`src/rtl/dcnt_pkg.sv`:
```
package dcnt_pkg;
  typedef enum logic [1:0] {
    LINK_NONE = 2'b00,
    LINK_BCD  = 2'b01,
    LINK_BIQ  = 2'b10,
    LINK_ALT  = 2'b11
  } link_e;

  localparam int QUIN_W = 3;
  localparam logic [QUIN_W-1:0] QUIN_LAST = 3'd4;
  localparam logic [3:0] NINE_CODE = 4'b1001;
  localparam logic [3:0] ZERO_CODE = 4'b0000;

  // Five-state successor; any code beyond the last legal one falls back to zero.
  function automatic logic [QUIN_W-1:0] quin_next(input logic [QUIN_W-1:0] s);
    if (s < QUIN_LAST) return s + 3'd1;
    return '0;
  endfunction
endpackage

```
`src/rtl/edge_sync.sv`:
```
module edge_sync #(
  parameter int STAGES = 2
) (
  input  logic clk,
  input  logic rst,
  input  logic din,
  output logic fall
);
  logic [STAGES-1:0] pipe;
  logic              last;

  generate
    if (STAGES == 1) begin : g_one
      always_ff @(posedge clk) begin
        if (rst) pipe <= '0;
        else     pipe <= din;
      end
    end else begin : g_many
      always_ff @(posedge clk) begin
        if (rst) pipe <= '0;
        else     pipe <= {pipe[STAGES-2:0], din};
      end
    end
  endgenerate

  always_ff @(posedge clk) begin
    if (rst) last <= 1'b0;
    else     last <= pipe[STAGES-1];
  end

  assign fall = last & ~pipe[STAGES-1];
endmodule

```
`src/rtl/cascade_router.sv`:
```
module cascade_router
  import dcnt_pkg::*;
(
  input  logic [1:0] mode,
  input  logic       a_evt,
  input  logic       b_evt,
  input  logic       hold,
  input  logic       bin_q,
  input  logic       quin_msb,
  output logic       a_step,
  output logic       b_step
);
  link_e link;
  assign link = link_e'(mode);

  always_comb begin
    a_step = 1'b0;
    b_step = 1'b0;
    if (!hold) begin
      unique case (link)
        LINK_BCD: begin
          a_step = a_evt;
          b_step = a_evt & bin_q;
        end
        LINK_BIQ: begin
          b_step = b_evt;
          a_step = b_evt & quin_msb;
        end
        default: begin
          a_step = a_evt;
          b_step = b_evt;
        end
      endcase
    end
  end
endmodule

```
`src/rtl/div2_stage.sv`:
```
module div2_stage (
  input  logic clk,
  input  logic rst,
  input  logic load,
  input  logic load_val,
  input  logic step,
  output logic q
);
  always_ff @(posedge clk) begin
    if (rst)       q <= 1'b0;
    else if (load) q <= load_val;
    else if (step) q <= ~q;
  end
endmodule

```
`src/rtl/div5_stage.sv`:
```
module div5_stage
  import dcnt_pkg::*;
(
  input  logic              clk,
  input  logic              rst,
  input  logic              load,
  input  logic [QUIN_W-1:0] load_val,
  input  logic              step,
  output logic [QUIN_W-1:0] q
);
  always_ff @(posedge clk) begin
    if (rst)       q <= '0;
    else if (load) q <= load_val;
    else if (step) q <= quin_next(q);
  end
endmodule

```
`src/rtl/decade_ripple_counter.sv`:
```
module decade_ripple_counter
  import dcnt_pkg::*;
#(
  parameter int SYNC_STAGES = 2,
  parameter int GATE_W      = 2
) (
  input  logic              clk,
  input  logic              rst,
  input  logic [1:0]        link_mode,
  input  logic              cnt_a,
  input  logic              cnt_b,
  input  logic [GATE_W-1:0] clr_gate,
  input  logic [GATE_W-1:0] nine_gate,
  output logic              qa,
  output logic              qb,
  output logic              qc,
  output logic              qd
);
  localparam int N_IN = 2;

  logic [N_IN-1:0]   raw_in;
  logic [N_IN-1:0]   fall;
  logic              nine_hit, zero_hit, hold;
  logic [3:0]        force_val;
  logic              a_step, b_step;
  logic              bin_q;
  logic [QUIN_W-1:0] quin_q;
  logic [3:0]        q_vec;

  assign raw_in = {cnt_b, cnt_a};

  for (genvar g = 0; g < N_IN; g++) begin : g_sync
    edge_sync #(.STAGES(SYNC_STAGES)) u_sync (
      .clk  (clk),
      .rst  (rst),
      .din  (raw_in[g]),
      .fall (fall[g])
    );
  end

  // Nine outranks zero.
  assign nine_hit  = &nine_gate;
  assign zero_hit  = (&clr_gate) & ~nine_hit;
  assign hold      = nine_hit | zero_hit;
  assign force_val = nine_hit ? NINE_CODE : ZERO_CODE;

  cascade_router u_route (
    .mode     (link_mode),
    .a_evt    (fall[0]),
    .b_evt    (fall[1]),
    .hold     (hold),
    .bin_q    (bin_q),
    .quin_msb (quin_q[QUIN_W-1]),
    .a_step   (a_step),
    .b_step   (b_step)
  );

  div2_stage u_div2 (
    .clk      (clk),
    .rst      (rst),
    .load     (hold),
    .load_val (force_val[0]),
    .step     (a_step),
    .q        (bin_q)
  );

  div5_stage u_div5 (
    .clk      (clk),
    .rst      (rst),
    .load     (hold),
    .load_val (force_val[3:1]),
    .step     (b_step),
    .q        (quin_q)
  );

  // Overrides reach the pins without waiting for a clock edge.
  assign q_vec = hold ? force_val : {quin_q, bin_q};
  assign qa = q_vec[0];
  assign qb = q_vec[1];
  assign qc = q_vec[2];
  assign qd = q_vec[3];
endmodule

```
`config.mk`:
```
export PLATFORM = sky130hd
export DESIGN_NAME = decade_ripple_counter
export DESIGN_NICKNAME = d
export VERILOG_FILES = /design/src/rtl/dcnt_pkg.sv /design/src/rtl/edge_sync.sv /design/src/rtl/cascade_router.sv /design/src/rtl/div2_stage.sv /design/src/rtl/div5_stage.sv /design/src/rtl/decade_ripple_counter.sv
export SDC_FILE = /design/constraint.sdc
export NUM_CORES = 1
export LEC_CHECK = 0
export ABC_AREA = 1
export BUFFER_PORTS_ARGS = -buffer_cell sky130_fd_sc_hd__buf_2
export CAP_MARGIN = 30
export CORE_AREA = 2 2 39 41
export CTS_CLUSTER_DIAMETER = 60
export DETAILED_ROUTE_END_ITERATION = 16
export DIE_AREA = 0 0 41 43
export HOLD_SLACK_MARGIN = 0.02
export PLACE_DENSITY = 0.67
export SLEW_MARGIN = 25
export SYNTH_ARGS = -nofsm -noshare
export SYNTH_HDL_FRONTEND = slang
export SYNTH_SLANG_ARGS = --single-unit
```
`constraint.sdc`:
```
create_clock -name clk -period 1 [get_ports clk]
set_clock_uncertainty 0.15 [all_clocks]
set_input_delay 0.05 -clock clk [delete_from_list [all_inputs] [get_ports clk]]
set_output_delay 0.05 -clock clk [all_outputs]
set_load 0.01 [all_outputs]
```
After elaboration in Yosys (flattened, before gate mapping)
Cells that the tools add are included.
{"block": "word_totals", "ff_bits": 10, "in_bits": 10, "out_inout_bits": 4, "wordCells": 40}
{"block": "op_classes", "n_addsub": 1, "order_cmp": 1, "n_eq_ne": 2, "n_mux": 16, "n_bitwise": 10, "n_reduce_logical": 4}
{"op": "$mux W3", "n": 4}
{"op": "$mux W1", "n": 10}
{"op": "$mux W4", "n": 2}
{"op": "$and A1 B1 Y1", "n": 5}
{"op": "$not A1 Y1", "n": 4}
{"op": "$reduce_and A2 Y1", "n": 2}
{"op": "$reduce_bool A2 Y1", "n": 2}
{"op": "$add A3 B1 Y3 const B", "n": 1}
{"op": "$lt A3 B3 Y1 const B", "n": 1}
{"op": "$eq A2 B1 Y1 const B", "n": 1}
{"op": "$eq A2 B2 Y1 const B", "n": 1}
{"op": "$or A1 B1 Y1", "n": 1}

Logic depth before layout (Yosys ltp)
{"block": "depth", "word_depth": 11, "mapped_depth": 7, "ltp_nobuf": 7}

Cells and area by module
A second synthesis with hierarchy kept.
{"block": "unflattened", "cells_unflattened": 97, "area_unflattened_um2": 558.0}
{"mod": "div5_stage", "n_inst": 1, "cells_each": 34, "area_each_um2": 190.2, "seq_area_each_um2": 60.1}
{"mod": "edge_sync", "n_inst": 2, "cells_each": 11, "area_each_um2": 92.6, "seq_area_each_um2": 60.1}
{"mod": "cascade_router", "n_inst": 1, "cells_each": 19, "area_each_um2": 71.3, "seq_area_each_um2": 0.0}
{"mod": "decade_ripple_counter", "n_inst": 1, "cells_each": 13, "area_each_um2": 56.3, "seq_area_each_um2": 0.0}
{"mod": "div2_stage", "n_inst": 1, "cells_each": 9, "area_each_um2": 55.1, "seq_area_each_um2": 20.0}

Worst setup path after synthesis
Ideal clock, no wire load.
{"block": "synth_timing", "path_type": "register -> register", "from": "reg u_div5.q[0]", "to": "reg u_div5.q[1]", "setup_time_ns": 0.113, "arrival_time_ns": 0.802, "required_time_ns": 0.737, "setup_slack_ns": -0.064, "path_stages_with_launch": 6, "path_buffers": 0, "period_less_slack_ns": 1.064, "path_cell_list": "dfxtp_1 ha_1 nand2_1 nor2_1 nor2_1 nor2_1"}
{"block": "synth_via", "elab_chain_len": 8, "elab_cells_between_ends": 10, "classes_between": "add/sub: 1; order compare: 1; mux: 8"}
{"item": "from (decl)", "line": "div5_stage.sv:9", "text": "output logic [QUIN_W-1:0] q"}
{"item": "from (signal assigned)", "line": "div5_stage.sv:13", "text": "else if (load) q <= load_val;"}
{"item": "from (signal assigned)", "line": "div5_stage.sv:14", "text": "else if (step) q <= quin_next(q);"}
{"item": "$lt A3 B3 Y1", "line": "dcnt_pkg.sv:16", "text": "if (s < QUIN_LAST) return s + 3'd1;"}
{"item": "$mux W1", "line": "dcnt_pkg.sv:16"}
{"item": "$mux W1", "line": "div5_stage.sv:14"}
{"item": "$mux W1", "line": "div5_stage.sv:13"}
{"item": "$mux W1", "line": "div5_stage.sv:12", "text": "if (rst) q <= '0;"}
{"item": "$mux W3 (*)", "line": "dcnt_pkg.sv:17", "text": "return '0;"}
{"item": "$mux W3 (*)", "line": "div5_stage.sv:14"}
{"item": "$mux W3 (*)", "line": "div5_stage.sv:13"}
Mark *: on every way between the ends. The rest lies on a longest branch, timed or not. The select of a mux whose other input is x is not followed.
A chain may end at the register's enable or synchronous reset.

Final worst setup path
{"block": "layout_timing", "from": "reg u_div2.q", "to": "out qa"}
{"block": "layout_via", "elab_chain_len": 1}
{"item": "from (decl)", "line": "div2_stage.sv:7", "text": "output logic q"}
{"item": "from (signal assigned)", "line": "div2_stage.sv:11", "text": "else if (load) q <= load_val;"}
{"item": "from (signal assigned)", "line": "div2_stage.sv:12", "text": "else if (step) q <= ~q;"}
{"item": "$mux W4", "line": "decade_ripple_counter.sv:77", "text": "assign q_vec = hold ? force_val : {quin_q, bin_q};"}
{"item": "to (decl)", "line": "decade_ripple_counter.sv:14", "text": "output logic qa,"}
Every way passes these cells.

==> results_tabular.tex <==
\begin{tabular}{lr}
\hline
Metric & Value \\
\hline
\multicolumn{2}{l}{\textbf{Status}} \\
\quad Run status & finished, violations left \\
\quad Failing checks & negative setup slack \\
\multicolumn{2}{l}{\textbf{Floorplan}} \\
\quad IO Count & 14 \\
\quad Die ar. & 0.00176 sq mm \\
\quad Initial core utilization & 0.373 \\
\quad Row cnt & 14 \\
\quad Area of the core & 0.00138 sq mm \\
\quad Die Wd & 41 um \\
\quad Overall die height & 43 um \\
\multicolumn{2}{l}{\textbf{Clock tree}} \\
\quad Clock latency at the later pin of the worst-skew pair & 0.26 ns \\
\quad Number of H-tree branching levels & 1 \\
\quad Clock-pin slew on the worst setup and hold paths & 0.06 ns \\
\quad Clock tree root driver cell & sky130\_fd\_sc\_hd\_\_clkbuf\_4 \\
\quad Number of buffers on the longest clock path & 2 \\
\quad CTS tree & done \\
\quad Inserted Clock Buffers & 3 \\
\quad Clock tree sinks & 10 \\
\multicolumn{2}{l}{\textbf{Setup path}} \\
\quad CP Class & register to output pin \\
\quad Slowest stage delay, CP & 0.34 ns \\
\quad Critical-path cell with the highest stage delay & sky130\_fd\_sc\_hd\_\_dfxtp\_2 \\
\quad Worst endpoint required time & 0.80 ns \\
\quad Arrival time at the worst endpoint & 0.94 ns \\
\quad Type of origin of the critical path & register \\
\quad Maximum fanout encountered on the critical timing path & 2 \\
\quad Cell Chain, Critical Path & buf\_6 -> inv\_2 -> o21ai\_1 -> buf\_2 \\
\quad Worst setup EP type & output pin \\
\quad Reg2reg setup slack & -0.09 ns \\
\multicolumn{2}{l}{\textbf{Detailed routing}} \\
\quad 1st-pass router iterations & 3 \\
\quad Mean number of vias per cell & 4.35 \\
\quad Wire length per cell & 8.44 um \\
\quad Overall routed net length & 1.01 mm \\
\quad Number of antenna-violating nets in the routed design & 0 \\
\quad Violation count after the first detailed-route iteration & 4 \\
\quad Remaining routing DRC violations & 0 \\
\quad Total number of vias & 522 \\
\multicolumn{2}{l}{\textbf{Cells and area}} \\
\quad Area added between synthesis and finish & 48.7\% \\
\quad Fraction of the core area covered by cells at the end of the flow & 0.555 \\
\quad Post-Layout Inst Area & 768 sq um \\
\quad Seq. cell area & 206 sq um \\
\quad N\_diodes & 0 \\
\quad Number of filler cells placed in the layout & 150 \\
\quad Multi-input gate area in the final layout & 294 sq um \\
\quad Layout cell share with drive strength beyond 1 & 0.500 \\
\quad NumNets Final & 117 \\
\multicolumn{2}{l}{\textbf{Timing}} \\
\quad Pin slew with the least headroom to its limit & 0.197 ns \\
\quad Final period util & 1.14 \\
\quad Count of final max-slew check failures & 0 \\
\quad Final critical-path required period & 1.14 ns \\
\quad Total count of hold-check failures in the final report & 0 \\
\quad Fmax & 0.879 GHz \\
\quad Worst slew margin relative to its limit & 0.867 \\
\quad Worst path setup slack after routing & -0.138 ns \\
\quad Final number of setup-violating endpoints & 8 \\
\quad Unrepaired setup endpoints after global routing & true \\
\multicolumn{2}{l}{\textbf{Flow run}} \\
\quad Maximum Capacitance Violations & 0 \\
\multicolumn{2}{l}{\textbf{Yosys}} \\
\quad Share of synthesized area occupied by flip-flops and latches & 0.387 \\
\quad Largest cells by area after synthesis & sky130\_fd\_sc\_hd\_\_dfxtp\_1 39\%, sky130\_fd\_sc\_hd\_\_nor2\_1 13\%, sky130\_fd\_sc\_hd\_\_inv\_1 10\% \\
\quad Synth Warn \# & 0 \\
\quad Mean instance size in the synthesized netlist & 6.71 sq um \\
\quad Cell taking the most area after synthesis & sky130\_fd\_sc\_hd\_\_dfxtp\_1 \\
\quad Cell count after synthesis & 77 \\
\quad Synth Register Bits & 10 \\
\quad Portion of synthesized cell area occupied by the leading cell type & 0.387 \\
\quad Number of distinct standard cells referenced by the synthesized netlist & 15 \\
\quad Mapped cell area & 517 sq um \\
\quad Total nets after synthesis & 88 \\
\multicolumn{2}{l}{\textbf{Placed design}} \\
\quad Post-placement cell area & 639 sq um \\
\quad Quantity of I/O buffers inserted on ports & 13 \\
\quad GPL Wtd Cong & 0.679 \\
\quad HPWL after DPL & 752 um \\
\multicolumn{2}{l}{\textbf{GRT}} \\
\quad Initial antenna violation count & 0 \\
\quad Aggregate global routing overflow & 0 \\
\quad Largest net degree at the start of global routing & 11 \\
\quad Total GRT Usage & 0.152 \\
\quad Via count of the first global-routing pass & 498 \\
\quad Global-route wire length before repair & 1.78 mm \\
\multicolumn{2}{l}{\textbf{Power and ir drop}} \\
\quad Maximum vdd drop & 0.000706 V \\
\quad Reported leakage power & 0.000375 uW \\
\quad Power per Cell Area & 1240 mW/mm\^{}2 \\
\quad Total power & 954 uW \\
\multicolumn{2}{l}{\textbf{Hold path}} \\
\quad Class of the tightest hold or removal check & primary input to register \\
\hline
\end{tabular}
-- repair_timing --
action,in CTS,in global routing
hold endpoints to repair,6,0
gates cloned,0,0
gates resized for setup,19,4
pin swaps,9,1
hold buffers,3,0
setup endpoints to repair,8,8
setup buffers,3,0
-- power by group --
group	leakage [uW]	switching (uW)	internal, uW
registers	0.0000843	16.0	428
clock network	0.0000138	127	139
logic	0.000277	125	121
-- critical path, delay by kind of cell (launching register included) --
kind,cells,cell delay [ns]
compound gates,1,0.09
buf+inv,3,0.25
flops,1,0.34
-- routing by layer --
| layer | share of wire | vias to the layer above | track usage | routed length (um) |
|---|---|---|---|---|
| met1 | 0.43 | 220 | 0.161 | 435 |
| met4 | 0.015 | 0 | 0.100 | 15 |
| met5 | 0 | - | 0 | 0 |
| met3 | 0.041 | 2 | 0.0471 | 42 |
| met2 | 0.51 | 13 | 0.241 | 519 |
| li1 | - | 287 | - | - |
-- stage by stage --
stage	std cells	setup WS [ns]	hold WS, ns	setup TNS, ns
4_1_cts	120	-0.152	0.0549	-0.752
3_3_place_gp	111	-0.0712	0.101	-0.210
3_5_place_dp	111	-0.0800	0.118	-0.249
6_report	120	-0.138	0.0518	-0.648
2_1_floorplan	77	-0.0281	-0.0288	-0.0503
5_1_grt	120	-0.199	0.0867	-1.23
-- cell usage in the layout, fill, tap and decap left out --
| cell | count |
|---|---|
| sky130_fd_sc_hd__nand3_2 | 1 |
| sky130_fd_sc_hd__nand3_1 | 5 |
| sky130_fd_sc_hd__dfxtp_1 | 5 |
| sky130_fd_sc_hd__buf_2 | 13 |
| sky130_fd_sc_hd__ha_1 | 1 |
| sky130_fd_sc_hd__a21oi_1 | 2 |
| sky130_fd_sc_hd__nor3_1 | 1 |
| sky130_fd_sc_hd__inv_1 | 10 |
| sky130_fd_sc_hd__inv_4 | 1 |
| sky130_fd_sc_hd__buf_6 | 2 |
| sky130_fd_sc_hd__clkbuf_4 | 3 |
| sky130_fd_sc_hd__inv_2 | 5 |
| sky130_fd_sc_hd__nor2_1 | 14 |
| sky130_fd_sc_hd__dlygate4sd3_1 | 3 |
| sky130_fd_sc_hd__buf_4 | 6 |
| sky130_fd_sc_hd__o21ai_0 | 1 |
| sky130_fd_sc_hd__nand2_1 | 8 |
| sky130_fd_sc_hd__o21ai_1 | 2 |
| sky130_fd_sc_hd__nand2_4 | 1 |
| sky130_fd_sc_hd__nand2_2 | 5 |
| sky130_fd_sc_hd__nor2_4 | 3 |
| sky130_fd_sc_hd__a21oi_2 | 1 |
| sky130_fd_sc_hd__dfxtp_2 | 5 |
| sky130_fd_sc_hd__nand3_4 | 1 |
| sky130_fd_sc_hd__nor2_2 | 5 |
-- flip-flops by register name (all words and copies together), names as in the netlist --
signal              flops
g_sync.u_sync.pipe      4
u_div5.q                3
g_sync.u_sync.last      2
u_div2.q                1
-- cells by family after synthesis --
kind of cell	share of synthesized area
buffers and inverters	0.116
AOI/OAI and AO/OA	0.0654
DFF	0.387
and+or+nand+nor	0.407
adders and majority gates	0.0242
-- path summary, 6_finish.rpt --
check	from	endpoint	cells after the start
worst max-delay path	u_div2.q$_SDFFE_PP0P_	qa	4
worst min-delay path	clr_gate[1]	u_div5.q[2]$_SDFFE_PP0P_	6
worst max register to register	u_div5.q[1]$_SDFFE_PP0P_	u_div5.q[1]$_SDFFE_PP0P_	5
worst min register to register	g_sync[0].u_sync.pipe[0]$_SDFF_PP0_	g_sync[0].u_sync.pipe[1]$_SDFF_PP0_	2
-- area by class of cell --
type                    instances  area share
inverters                      16      0.0814
well taps                      16      0.0261
clock buffers                   3      0.0293
multi-input cells              51       0.383
flip-flops and latches         10       0.269
repair buffers                 24       0.212
-- Yosys cell counts, drive strengths merged --
| library cell | n |
|---|---|
| inv | 16 |
| nand2 | 14 |
| nor2 | 22 |
| a21oi | 3 |
| nor3 | 1 |
| nand3 | 7 |
| dfxtp | 10 |
| o21ai | 3 |
| ha | 1 |
Note: power is estimated with default switching activity, not from simulation.
